[src/rtl/efc_reg_pkg.sv]
package efc_reg_pkg;

    localparam int unsigned DATA_W  = 32;
    localparam int unsigned NUM_SRC = 6;

    localparam logic [DATA_W-1:0] OFS_LOCK  = 32'h00;
    localparam logic [DATA_W-1:0] OFS_STAT  = 32'h30;
    localparam logic [DATA_W-1:0] OFS_MASK  = 32'h34;
    localparam logic [DATA_W-1:0] OFS_SET   = 32'h38;
    localparam logic [DATA_W-1:0] OFS_CLR   = 32'h3C;

    localparam logic [DATA_W-1:0] UNLOCK_KEY = 32'h0000_DF0D;

    typedef logic [NUM_SRC-1:0] src_vec_t;

    localparam src_vec_t MASK_RESET = '1;

    typedef struct packed {
        logic wr_lock;
        logic wr_stat;
        logic wr_mask;
        logic wr_set;
        logic wr_clr;
    } wr_strobe_t;

    typedef enum logic [2:0] {
        RD_NONE,
        RD_LOCK,
        RD_STAT,
        RD_MASK,
        RD_ZERO
    } rd_sel_e;

    // Register bit position of source i: the last source sits at the top bit.
    function automatic int unsigned src_pos(input int unsigned i);
        return (i == NUM_SRC - 1) ? DATA_W - 1 : i;
    endfunction

    function automatic logic [DATA_W-1:0] src_expand(input src_vec_t v);
        logic [DATA_W-1:0] w;
        w = '0;
        for (int unsigned i = 0; i < NUM_SRC; i++) begin
            w[src_pos(i)] = v[i];
        end
        return w;
    endfunction

    function automatic src_vec_t src_compress(input logic [DATA_W-1:0] w);
        src_vec_t v;
        for (int unsigned i = 0; i < NUM_SRC; i++) begin
            v[i] = w[src_pos(i)];
        end
        return v;
    endfunction

endpackage

[src/rtl/efc_bus_decode.sv]
module efc_bus_decode
    import efc_reg_pkg::*;
#(
    parameter int unsigned ADDR_W = 8
) (
    input  logic              bus_valid,
    input  logic              bus_write,
    input  logic [ADDR_W-1:0] bus_addr,
    output wr_strobe_t        wr_o,
    output rd_sel_e           rd_sel_o
);

    localparam logic [ADDR_W-1:0] A_LOCK = ADDR_W'(OFS_LOCK);
    localparam logic [ADDR_W-1:0] A_STAT = ADDR_W'(OFS_STAT);
    localparam logic [ADDR_W-1:0] A_MASK = ADDR_W'(OFS_MASK);
    localparam logic [ADDR_W-1:0] A_SET  = ADDR_W'(OFS_SET);
    localparam logic [ADDR_W-1:0] A_CLR  = ADDR_W'(OFS_CLR);

    logic wr_req;
    logic rd_req;

    always_comb begin
        wr_req = bus_valid && bus_write;
        rd_req = bus_valid && !bus_write;

        wr_o.wr_lock = wr_req && (bus_addr == A_LOCK);
        wr_o.wr_stat = wr_req && (bus_addr == A_STAT);
        wr_o.wr_mask = wr_req && (bus_addr == A_MASK);
        wr_o.wr_set  = wr_req && (bus_addr == A_SET);
        wr_o.wr_clr  = wr_req && (bus_addr == A_CLR);

        rd_sel_o = RD_NONE;
        if (rd_req) begin
            unique case (bus_addr)
                A_LOCK:  rd_sel_o = RD_LOCK;
                A_STAT:  rd_sel_o = RD_STAT;
                A_MASK:  rd_sel_o = RD_MASK;
                default: rd_sel_o = RD_ZERO;
            endcase
        end
    end

endmodule

[src/rtl/efc_lock.sv]
module efc_lock
    import efc_reg_pkg::*;
(
    input  logic              clk,
    input  logic              rst_n,
    input  logic              wr_lock,
    input  logic [DATA_W-1:0] wdata,
    output logic              locked_o
);

    typedef struct packed {
        logic locked;
    } lock_state_t;

    lock_state_t st_d, st_q;

    always_comb begin
        st_d = st_q;
        if (wr_lock) begin
            st_d.locked = (wdata != UNLOCK_KEY);
        end
    end

    always_ff @(posedge clk or negedge rst_n) begin
        if (!rst_n) begin
            st_q.locked <= 1'b1;
        end else begin
            st_q <= st_d;
        end
    end

    assign locked_o = st_q.locked;

    assert_key_opens_R2: assert property (@(posedge clk) disable iff (!rst_n)
        (wr_lock && wdata == UNLOCK_KEY) |=> !locked_o);

    assert_bad_key_closes_R2: assert property (@(posedge clk) disable iff (!rst_n)
        (wr_lock && wdata != UNLOCK_KEY) |=> locked_o);

endmodule

[src/rtl/efc_irq_ctrl.sv]
module efc_irq_ctrl
    import efc_reg_pkg::*;
(
    input  logic     clk,
    input  logic     rst_n,
    input  logic     wr_stat,
    input  logic     wr_set,
    input  logic     wr_clr,
    input  src_vec_t wbits,
    input  src_vec_t hw_event,
    output src_vec_t stat_o,
    output src_vec_t mask_o,
    output logic     irq_o
);

    typedef struct packed {
        src_vec_t stat;
        src_vec_t mask;
        logic     irq;
    } irq_state_t;

    irq_state_t st_d, st_q;

    always_comb begin
        st_d = st_q;
        // Clear first, then set: an event beats a same-cycle clear.
        if (wr_stat) begin
            st_d.stat = st_q.stat & ~wbits;
        end
        if (wr_set) begin
            st_d.mask = st_q.mask | wbits;
        end
        if (wr_clr) begin
            st_d.mask = st_q.mask & ~wbits;
        end
        st_d.stat = st_d.stat | hw_event;
        st_d.irq  = |(st_d.stat & st_d.mask);
    end

    always_ff @(posedge clk or negedge rst_n) begin
        if (!rst_n) begin
            st_q.stat <= '0;
            st_q.mask <= MASK_RESET;
            st_q.irq  <= 1'b0;
        end else begin
            st_q <= st_d;
        end
    end

    assign stat_o = st_q.stat;
    assign mask_o = st_q.mask;
    assign irq_o  = st_q.irq;

    assert_event_sets_R4: assert property (@(posedge clk) disable iff (!rst_n)
        (hw_event != '0) |=> ((stat_o & $past(hw_event)) == $past(hw_event)));

    assert_w1c_clears_R5: assert property (@(posedge clk) disable iff (!rst_n)
        (wr_stat && hw_event == '0) |=> ((stat_o & $past(wbits)) == '0));

    assert_event_wins_R6: assert property (@(posedge clk) disable iff (!rst_n)
        (wr_stat && (wbits & hw_event) != '0) |=> ((stat_o & $past(wbits & hw_event)) != '0));

    assert_set_mask_R8: assert property (@(posedge clk) disable iff (!rst_n)
        wr_set |=> ((mask_o & $past(wbits)) == $past(wbits)));

    assert_clr_mask_R8: assert property (@(posedge clk) disable iff (!rst_n)
        wr_clr |=> ((mask_o & $past(wbits)) == '0));

    assert_irq_cause_R9: assert property (@(posedge clk) disable iff (!rst_n)
        $rose(irq_o) |-> $past(hw_event != '0 || wr_set));

endmodule

[src/rtl/efc_regfront.sv]
module efc_regfront
    import efc_reg_pkg::*;
#(
    parameter int unsigned ADDR_W = 8
) (
    input  logic              clk,
    input  logic              rst_n,
    input  logic              bus_valid,
    input  logic              bus_write,
    input  logic [ADDR_W-1:0] bus_addr,
    input  logic [31:0]       bus_wdata,
    output logic [31:0]       bus_rdata,
    input  logic [5:0]        hw_event,
    output logic              irq
);

    wr_strobe_t wr_raw;
    rd_sel_e    rd_sel;
    logic       locked;
    src_vec_t   stat_v;
    src_vec_t   mask_v;
    src_vec_t   wbits;
    logic       wr_stat_g;
    logic       wr_set_g;
    logic       wr_clr_g;

    efc_bus_decode #(
        .ADDR_W (ADDR_W)
    ) u_decode (
        .bus_valid (bus_valid),
        .bus_write (bus_write),
        .bus_addr  (bus_addr),
        .wr_o      (wr_raw),
        .rd_sel_o  (rd_sel)
    );

    efc_lock u_lock (
        .clk      (clk),
        .rst_n    (rst_n),
        .wr_lock  (wr_raw.wr_lock),
        .wdata    (bus_wdata),
        .locked_o (locked)
    );

    always_comb begin
        wbits     = src_compress(bus_wdata);
        wr_stat_g = wr_raw.wr_stat && !locked;
        wr_set_g  = wr_raw.wr_set  && !locked;
        wr_clr_g  = wr_raw.wr_clr  && !locked;
    end

    efc_irq_ctrl u_irq (
        .clk      (clk),
        .rst_n    (rst_n),
        .wr_stat  (wr_stat_g),
        .wr_set   (wr_set_g),
        .wr_clr   (wr_clr_g),
        .wbits    (wbits),
        .hw_event (hw_event),
        .stat_o   (stat_v),
        .mask_o   (mask_v),
        .irq_o    (irq)
    );

    always_comb begin
        unique case (rd_sel)
            RD_LOCK: bus_rdata = {31'b0, locked};
            RD_STAT: bus_rdata = src_expand(stat_v);
            RD_MASK: bus_rdata = src_expand(mask_v);
            default: bus_rdata = '0;
        endcase
    end

    assert_locked_drop_R3: assert property (@(posedge clk) disable iff (!rst_n)
        (bus_valid && bus_write && locked && bus_addr != ADDR_W'(OFS_LOCK) && hw_event == '0)
        |=> ($stable(stat_v) && $stable(mask_v) && locked));

    assert_mask_ro_R7: assert property (@(posedge clk) disable iff (!rst_n)
        (bus_valid && bus_write && bus_addr == ADDR_W'(OFS_MASK)) |=> $stable(mask_v));

    assert_unaligned_ignored_R10: assert property (@(posedge clk) disable iff (!rst_n)
        (bus_valid && bus_write && bus_addr[1:0] != 2'b00 && hw_event == '0)
        |=> ($stable(stat_v) && $stable(mask_v) && $stable(locked)));

    assert_idle_rdata_R10: assert property (@(posedge clk) disable iff (!rst_n)
        !bus_valid |-> (bus_rdata == '0));

endmodule

[config.mk]
export PLATFORM = sky130hd
export DESIGN_NAME = efc_regfront
export DESIGN_NICKNAME = d
export VERILOG_FILES = /design/src/rtl/efc_reg_pkg.sv /design/src/rtl/efc_bus_decode.sv /design/src/rtl/efc_lock.sv /design/src/rtl/efc_irq_ctrl.sv /design/src/rtl/efc_regfront.sv
export SDC_FILE = /design/constraint.sdc
export NUM_CORES = 1
export LEC_CHECK = 0
export BUFFER_PORTS_ARGS = -buffer_cell sky130_fd_sc_hd__buf_4
export CELL_PAD_IN_SITES_DETAIL_PLACEMENT = 0
export CELL_PAD_IN_SITES_GLOBAL_PLACEMENT = 1
export CORE_MARGIN = 2
export CORE_UTILIZATION = 25
export CTS_BUF_LIST = sky130_fd_sc_hd__clkbuf_8
export DETAILED_ROUTE_END_ITERATION = 16
export GPL_ROUTABILITY_DRIVEN = 0
export GPL_TIMING_DRIVEN = 0
export PLACE_DENSITY = 0.88
export SETUP_SLACK_MARGIN = 0.15
export SLEW_MARGIN = 15
export SYNTH_ARGS = -nofsm -noshare
export SYNTH_HDL_FRONTEND = slang
export SYNTH_SLANG_ARGS = --single-unit
[constraint.sdc]
create_clock -name clk -period 2 [get_ports clk]
set_clock_uncertainty 0.1 [all_clocks]
set_input_delay 0.4 -clock clk [delete_from_list [all_inputs] [get_ports clk]]
set_output_delay 0.4 -clock clk [all_outputs]
set_load 0.03 [all_outputs]
==> impl_results.md, run 1 <==
* Portion of synthesized cell area occupied by the leading cell type at 18.3%
* Die outline width at 70.5 um
* I/O Pins at 83
* Global route total overflow at 0
* Sequential area share after synthesis at 32.5%
* Number of cells produced by synthesis at 121
* HPWL reported at the end of detailed placement at 2420 um
* Vias in the first global route at 1133
* Fraction of the core area covered by cells at the end of the flow at 46.5%
* GR Util All Layers at 12.5%
* Worst min-delay path category: input pin to register
* Number of setup violations in the final report at 7
* First-pass DRT Iterations at 4
* Register-to-register setup slack at 20 ps
* Final max-slew violation count at 0
* Clk_lat worst skew at 250 ps
* Drt via density at 4.32
* Critical path class: input pin to output port
* Part of the power in registers at 34.9%
* Buffers added on ports at 56
* Number of hold-slack violations in the final timing report at 0
* Required time of the worst setup path at 1500 ps
* Proportion of layout cells with a drive suffix above 1 at 59.3%
* Clock-pin slew on the worst setup and hold paths at 60 ps
* Final cell count without fillers at 268
* Logic gate share of total power at 31.0%
* Worst-path cell with the longest stage delay: sky130_fd_sc_hd__nor4_4
* TritonCTS clock tree: done
* Switching part of the total power at 28.4%
* Warning count from the yosys run at 0
* Initial DRC Count at 69
* Maximum number of pins on one net before global-route repair at 15
* Row Count at 24
* Number of distinct library cell variants in the gate-level netlist after synthesis at 35
* Number of clock buffers inserted by TritonCTS at 3
* Number of buffers on the longest clock path at 2
* Kind of end point of the critical path: output port
* Die Height at 70.5 um
* Min-Delay Startpoint: hw_event[1]
* CTS root buffer: sky130_fd_sc_hd__clkbuf_8
* Core outline area at 0.00429 mm2
* Clock H-tree levels at 1
* Startpoint type of the worst setup path: input pin
* Dominant register cell in the synthesized netlist: sky130_fd_sc_hd__dfstp_2
* NetSw at 232 uW
* Final setup TNS at -619 ps
* Count of clock tree sinks at 14
* Post-synthesis to final-layout area growth at 80.9%
* Post-synthesis instance area at 0.00110 mm2
* Worst-path maximum fanout at 2
* Largest area contributor in the synthesized netlist: sky130_fd_sc_hd__buf_4
* Pint at 583 uW
* CP peak stage delay at 340 ps
* Startpoint of the worst-slack reg-to-reg timing path: u_lock.locked_o$_DFFE_PN1P_
* Pwr/cell area at 408 mW/mm2
* Data arrival time of the critical path at 1690 ps
* Overall power of the completed layout at 815 uW
* Final worst-path cycle share at 109%
* DRC viols at 0
* Fraction of power consumed by the clock network at 34.2%
* Worst vdd rail ir drop at 0.000150 V
* Routed wire per std cell at 11.2 um
* Top cells by area in the synthesized netlist: sky130_fd_sc_hd__buf_4 18%, sky130_fd_sc_hd__dfstp_2 17%, sky130_fd_sc_hd__dfrtp_1 16%
* Number of nets with antenna violations after detailed routing at 0
* Minimum clock period at 2190 ps
* Average instance area after synthesis at 9.13 um2
* # nets final at 267
* Initial standard-cell utilization of the core at 25.7%
* Post-synth EDFFs at 0
* Cell count after placement at 254
* Via Count at 1158
* Flops & latches, synth at 14
* Unrepaired setup endpoints after global routing: yes
* Violated checks: negative setup slack
* Critical path cell sequence: buf_8 -> nor4_4 -> a21oi_4 -> mux2_4 -> a32oi_2 -> nor3b_4 -> buf_6
* First-pass GRT wire length at 5000 um
* Overall routed net length at 3010 um
* Cell leakage power at 0.000986 uW
* Die ar. at 0.00497 mm2
* FFs w/ async S/R, synth at 100%
* Count of max-cap constraint violations at 0
* # diodes at 0
* Initial antenna violation count at 0
* Critical Path Source: bus_addr[1]
* Run status: finished with violations
* Hold Slack at 250 ps
* Setup slack after layout at -185 ps
* Max Clk Rate at 458 MHz
metal layers:
metal	routed length (um)	up-vias	global-route usage (%)
met5	0	-	0
met4	47	0	5.13
met3	353	4	3.32
met2	1370	69	20.8
met1	1240	508	15.1
li1	-	577	-
power groups by stage:
stage	clock network (uW)	registers, uW	logic [uW]
finish	278	284	252
global route	301	284	268
CTS	288	284	246
detailed placement	0	289	225
global placement	0	289	224
floorplan	0	289	128
final timing paths:
path                                              to  cells past startpoint
min in group asynchronous  u_irq.stat_o[2]$_DFF_PN0_                      2
min                        u_irq.stat_o[1]$_DFF_PN0_                      2
min reg2reg                u_irq.mask_o[1]$_DFF_PN1_                      2
max in group asynchronous  u_irq.mask_o[5]$_DFF_PN1_                      2
max                                     bus_rdata[0]                      7
max reg2reg                    u_irq.irq_o$_DFF_PN0_                      6
area by class of cell:
cell class                      count  area (um2)
Sequential cell                    14         359
Buffer                             28         218
Tap cell                           52        65.1
Fill cell                         416        2300
Clock buffer                        4        55.1
Inverter                            8        30.0
Timing Repair Buffer               66         554
Multi-Input combinational cell     96         717
registers in the layout, summed over array words and instances, names as in the netlist:
| signal | flops |
|---|---|
| u_irq.irq_o | 1 |
| u_irq.mask_o | 6 |
| u_lock.locked_o | 1 |
| u_irq.stat_o | 6 |
critical path: cells and delay by family:
kind	cells	cell delay, ps
buf+inv	2	240
simple gates	2	400
compound gates	2	320
mux	1	310
logic make-up after synthesis:
family / share of synthesized area [%]
and+or+nand+nor: 26.3
DFF: 32.5
muxes: 7.93
buffers and inverters: 22.1
other: 0.339
AOI/OAI and AO/OA: 10.9
cells in the final DEF, fill, tap and decap left out, types with 2 or more instances in the layout:
| cell | instances |
|---|---|
| sky130_fd_sc_hd__mux2i_2 | 3 |
| sky130_fd_sc_hd__buf_6 | 15 |
| sky130_fd_sc_hd__nor2_1 | 5 |
| sky130_fd_sc_hd__a22o_1 | 2 |
| sky130_fd_sc_hd__and4b_1 | 2 |
| sky130_fd_sc_hd__a31oi_1 | 3 |
| sky130_fd_sc_hd__a21oi_1 | 2 |
| sky130_fd_sc_hd__conb_1 | 26 |
| sky130_fd_sc_hd__buf_4 | 77 |
| sky130_fd_sc_hd__clkbuf_8 | 4 |
| sky130_fd_sc_hd__nor4_4 | 2 |
| sky130_fd_sc_hd__nand2_1 | 4 |
| sky130_fd_sc_hd__dfstp_2 | 7 |
| sky130_fd_sc_hd__nor4_1 | 4 |
| sky130_fd_sc_hd__nand4_1 | 10 |
| sky130_fd_sc_hd__dfrtp_1 | 7 |
| sky130_fd_sc_hd__nor2_4 | 6 |
| sky130_fd_sc_hd__a21o_1 | 2 |
| sky130_fd_sc_hd__nor2_2 | 2 |
| sky130_fd_sc_hd__mux2_4 | 3 |
| sky130_fd_sc_hd__mux2i_1 | 2 |
| sky130_fd_sc_hd__inv_1 | 8 |
cell usage after synthesis, types with 2 or more instances:
master	instances
sky130_fd_sc_hd__and4b_1	2
sky130_fd_sc_hd__nor4_1	5
sky130_fd_sc_hd__dfstp_2	7
sky130_fd_sc_hd__nand2_1	5
sky130_fd_sc_hd__mux2i_1	5
sky130_fd_sc_hd__inv_1	8
sky130_fd_sc_hd__a21o_1	2
sky130_fd_sc_hd__buf_4	27
sky130_fd_sc_hd__a21oi_1	3
sky130_fd_sc_hd__a31oi_1	3
sky130_fd_sc_hd__nor2_1	13
sky130_fd_sc_hd__dfrtp_1	7
sky130_fd_sc_hd__a22o_1	2
sky130_fd_sc_hd__mux2_1	2
sky130_fd_sc_hd__nand4_1	10
through the flow:
step,cell area [um2],worst slack [ps]
2_1_floorplan,1230,-114
3_3_place_gp,1720,-545
3_5_place_dp,1720,-542
4_1_cts,1960,-182
5_1_grt,2000,-232
6_report,2000,-185
timing repair:
action,4_1_cts,5_1_grt
setup endpoints to repair,7,7
endpoints found under the hold margin,7,0
buffers inserted,7,2
pin swaps,10,10
hold buffers,1,0
gates resized for setup,30,7
No activity file was read; power rests on OpenSTA's default activity.
==> run 2: changes to the inputs <==
--- a/config.mk
+++ b/config.mk
@@ -6,15 +6,13 @@
 export NUM_CORES = 1
 export LEC_CHECK = 0
 export BUFFER_PORTS_ARGS = -buffer_cell sky130_fd_sc_hd__buf_4
-export CELL_PAD_IN_SITES_DETAIL_PLACEMENT = 0
-export CELL_PAD_IN_SITES_GLOBAL_PLACEMENT = 1
 export CORE_MARGIN = 2
-export CORE_UTILIZATION = 25
+export CORE_UTILIZATION = 37
 export CTS_BUF_LIST = sky130_fd_sc_hd__clkbuf_8
 export DETAILED_ROUTE_END_ITERATION = 16
 export GPL_ROUTABILITY_DRIVEN = 0
 export GPL_TIMING_DRIVEN = 0
-export PLACE_DENSITY = 0.88
+export PLACE_DENSITY = 0.89
 export SETUP_SLACK_MARGIN = 0.15
 export SLEW_MARGIN = 15
 export SYNTH_ARGS = -nofsm -noshare
==> run 2 against run 1 <==
  * The flow finishes with violations (design-rule violations, negative setup slack)
  * Cell count shrank 8.2%
  * Sequential power is essentially flat
  * Final area grew 0.94%
  * Maximum frequency shrank 0.74%
  * Combinational power grew 6%
  * Sequential share of layout area shrank 0.17 points
  * Non-clock buffer count shrank 1
  * Via count grew 1.9%
  * Die area shrank 31%
==> impl_results.md, run 2 (synthesis results as in run 1) <==
* Run status: finished with violations
* Violated checks: design-rule violations, negative setup slack
* # nets final at 266 (-0.37%)
* Most frequent cells in the layout: 77 x sky130_fd_sc_hd__buf_4, 26 x sky130_fd_sc_hd__conb_1, 13 x sky130_fd_sc_hd__buf_6, 10 x sky130_fd_sc_hd__nand4_1, 9 x sky130_fd_sc_hd__nor2_4
* Clock H-tree levels at 1 (unchanged)
* TritonCTS clock tree: done
* Max Used Layer: met4
* Worst vdd rail ir drop at 0.000237 V (+58%)
* CTS root buffer: sky130_fd_sc_hd__clkbuf_8
* Buffers added on ports at 56 (unchanged)
* Drt via density at 4.80 (+11%)
* M1 WL at 1190 um (-3.6%)
* HPWL reported at the end of detailed placement at 2360 um (-2.8%)
* Required time of the worst setup path at 1500 ps (about the same)
* Multi-input combinational cell area at 764 um2 (+6.6%)
* First-pass GRT wire length at 5370 um (+7.5%)
* Setup slack after layout at -202 ps (-16.4 ps)
* CP peak stage delay at 350 ps (about the same)
* GR Util All Layers at 20.9% (+8.5 points)
* Data arrival time of the critical path at 1700 ps (about the same)
* Row Count at 19 (-21%)
* Critical Path Source: bus_addr[6]
* Cell family with the largest share of critical-path delay: simple AND/OR/NAND/NOR gates
* Initial DRC Count at 19 (-72%)
* Final worst-path cycle share at 110% (+0.82 points)
* Routed length on met3 at 296 um (-16%)
* Detailed-routed wire length on met2 at 1790 um (+30%)
* Final setup TNS at -1010 ps (-393 ps)
* # diodes at 0 (unchanged)
* Die ar. at 0.00344 mm2 (-31%)
* Pwr/cell area at 412 mW/mm2 (+1.2%)
* Die Height at 58.6 um (-17%)
* Cell leakage power at 0.000993 uW (+0.78%)
* Die outline width at 58.6 um (-17%)
* Core outline area at 0.00281 mm2 (-35%)
* Critical path cell sequence: buf_8 -> nor4_4 -> a21oi_4 -> mux2_4 -> a32oi_2 -> nor3b_4 -> buf_6
* Overall routed net length at 3360 um (+11%)
* Initial antenna violation count at 0 (unchanged)
* Worst-path maximum fanout at 2 (unchanged)
* Most frequent standard cell in the layout excluding fill and tap cells: sky130_fd_sc_hd__buf_4
* Via Count at 1180 (+1.9%)
* Min-Delay Startpoint: hw_event[1]
* Maximum number of pins on one net before global-route repair at 15 (unchanged)
* Vias in the first global route at 1192 (+5.2%)
* Kind of end point of the critical path: output port
* Count of clock tree sinks at 14 (unchanged)
* Number of nets with antenna violations after detailed routing at 0 (unchanged)
* Number of hold-slack violations in the final timing report at 0 (unchanged)
* Number of buffers on the longest clock path at 2 (unchanged)
* Storage cell area at 359 um2 (unchanged)
* Initial standard-cell utilization of the core at 39.4% (+14 points)
* Minimum clock period at 2200 ps (+16.4 ps)
* Unrepaired setup endpoints after global routing: yes
* Critical path class: input pin to output port
* I/O Pins at 83 (unchanged)
* Number of clock buffers inserted by TritonCTS at 3 (unchanged)
* Final max-slew violation count at 0 (unchanged)
* Worst-path cell with the longest stage delay: sky130_fd_sc_hd__nor4_4
* Total buffers and inverters traversed by the critical path at 2 (unchanged)
* Fill cell instance count of the final layout at 205 (-51%)
* Clock-pin slew on the worst setup and hold paths at 60 ps (about the same)
* Clk_lat worst skew at 250 ps (about the same)
* Max Clk Rate at 454 MHz (-0.74%)
* Worst min-delay path category: input pin to register
* DRC viols at 5 (+5)
* Number of setup violations in the final report at 7 (unchanged)
* Startpoint of the worst-slack reg-to-reg timing path: u_lock.locked_o$_DFFE_PN1P_
* Routed wire per std cell at 13.6 um (+21%)
* Startpoint type of the worst setup path: input pin
* First-pass DRT Iterations at 10 (+6)
* Fraction of the core area covered by cells at the end of the flow at 71.9% (+25 points)
* Global route total overflow at 0 (unchanged)
* Count of max-cap constraint violations at 0 (unchanged)
* Post-synthesis to final-layout area growth at 82.6%
* Proportion of layout cells with a drive suffix above 1 at 60.0% (+0.74 points)
-- run 2: changes by cell type in the layout (fill, tap and decap cells not counted) --
cell / delta
sky130_fd_sc_hd__nor2_4: +3
sky130_fd_sc_hd__mux2i_4: +3
sky130_fd_sc_hd__nor2_1: -1
sky130_fd_sc_hd__buf_12: +1
sky130_fd_sc_hd__mux2i_2: -3
sky130_fd_sc_hd__a21oi_2: +1
sky130_fd_sc_hd__nor2_2: -2
sky130_fd_sc_hd__buf_6: -2
sky130_fd_sc_hd__a21oi_1: -1
-- run 2: final cells by class --
class,instances,area share (%)
Clock buffer,4,2.73
Timing Repair Buffer,65,27.4
Multi-Input combinational cell,96,37.9
Buffer,28,10.8
Inverter,8,1.49
Tap cell,31,1.92
Sequential cell,14,17.8
-- run 2: per-layer routing --
layer  vias up  track usage, %
met5         -               0
li1        577               -
met3         8            5.05
met4         0            8.44
met2        69            37.2
met1       526            24.0
-- run 2: repair_timing --
| action | 4_1_cts | 5_1_grt |
|---|---|---|
| pin swaps | 10 | 5 |
| setup endpoints to repair | 7 | 7 |
| gates resized for setup | 27 | 19 |
| buffers inserted | 6 | 2 |
| endpoints found under the hold margin | 7 | 0 |
| hold buffers | 1 | 0 |
-- run 2: metrics by stage --
step	hold WS [ps]	instance area (um2)	std cells	power, uW	worst slack, ps
after global routing	264	2020	246	873	-240
after CTS	249	1910	244	812	-182
after floorplan	4.41	1230	146	417	-114
after global placement	153	1690	233	510	-527
after detailed placement	159	1690	233	513	-536
final	251	2020	246	832	-202
-- run 2: final timing paths --
path                       cells past startpoint  slack, ps                         to
setup reg to reg                               6        -10      u_irq.irq_o$_DFF_PN0_
hold reg to reg                                2        410  u_irq.mask_o[1]$_DFF_PN1_
max in group asynchronous                      2       1120  u_irq.mask_o[0]$_DFF_PN1_
min in group asynchronous                      2        440  u_irq.stat_o[3]$_DFF_PN0_
hold / removal                                 2        250  u_irq.stat_o[1]$_DFF_PN0_
setup / recovery                               7       -200               bus_rdata[0]
-- run 2: where the power goes --
part	switching [uW]	leakage [uW]	internal, uW	total [uW]
Combinational	135	0.000831	132	267
Clock	106	0.0000288	174	281
Sequential	0.0483	0.000134	284	284
Total	241	0.000993	591	832
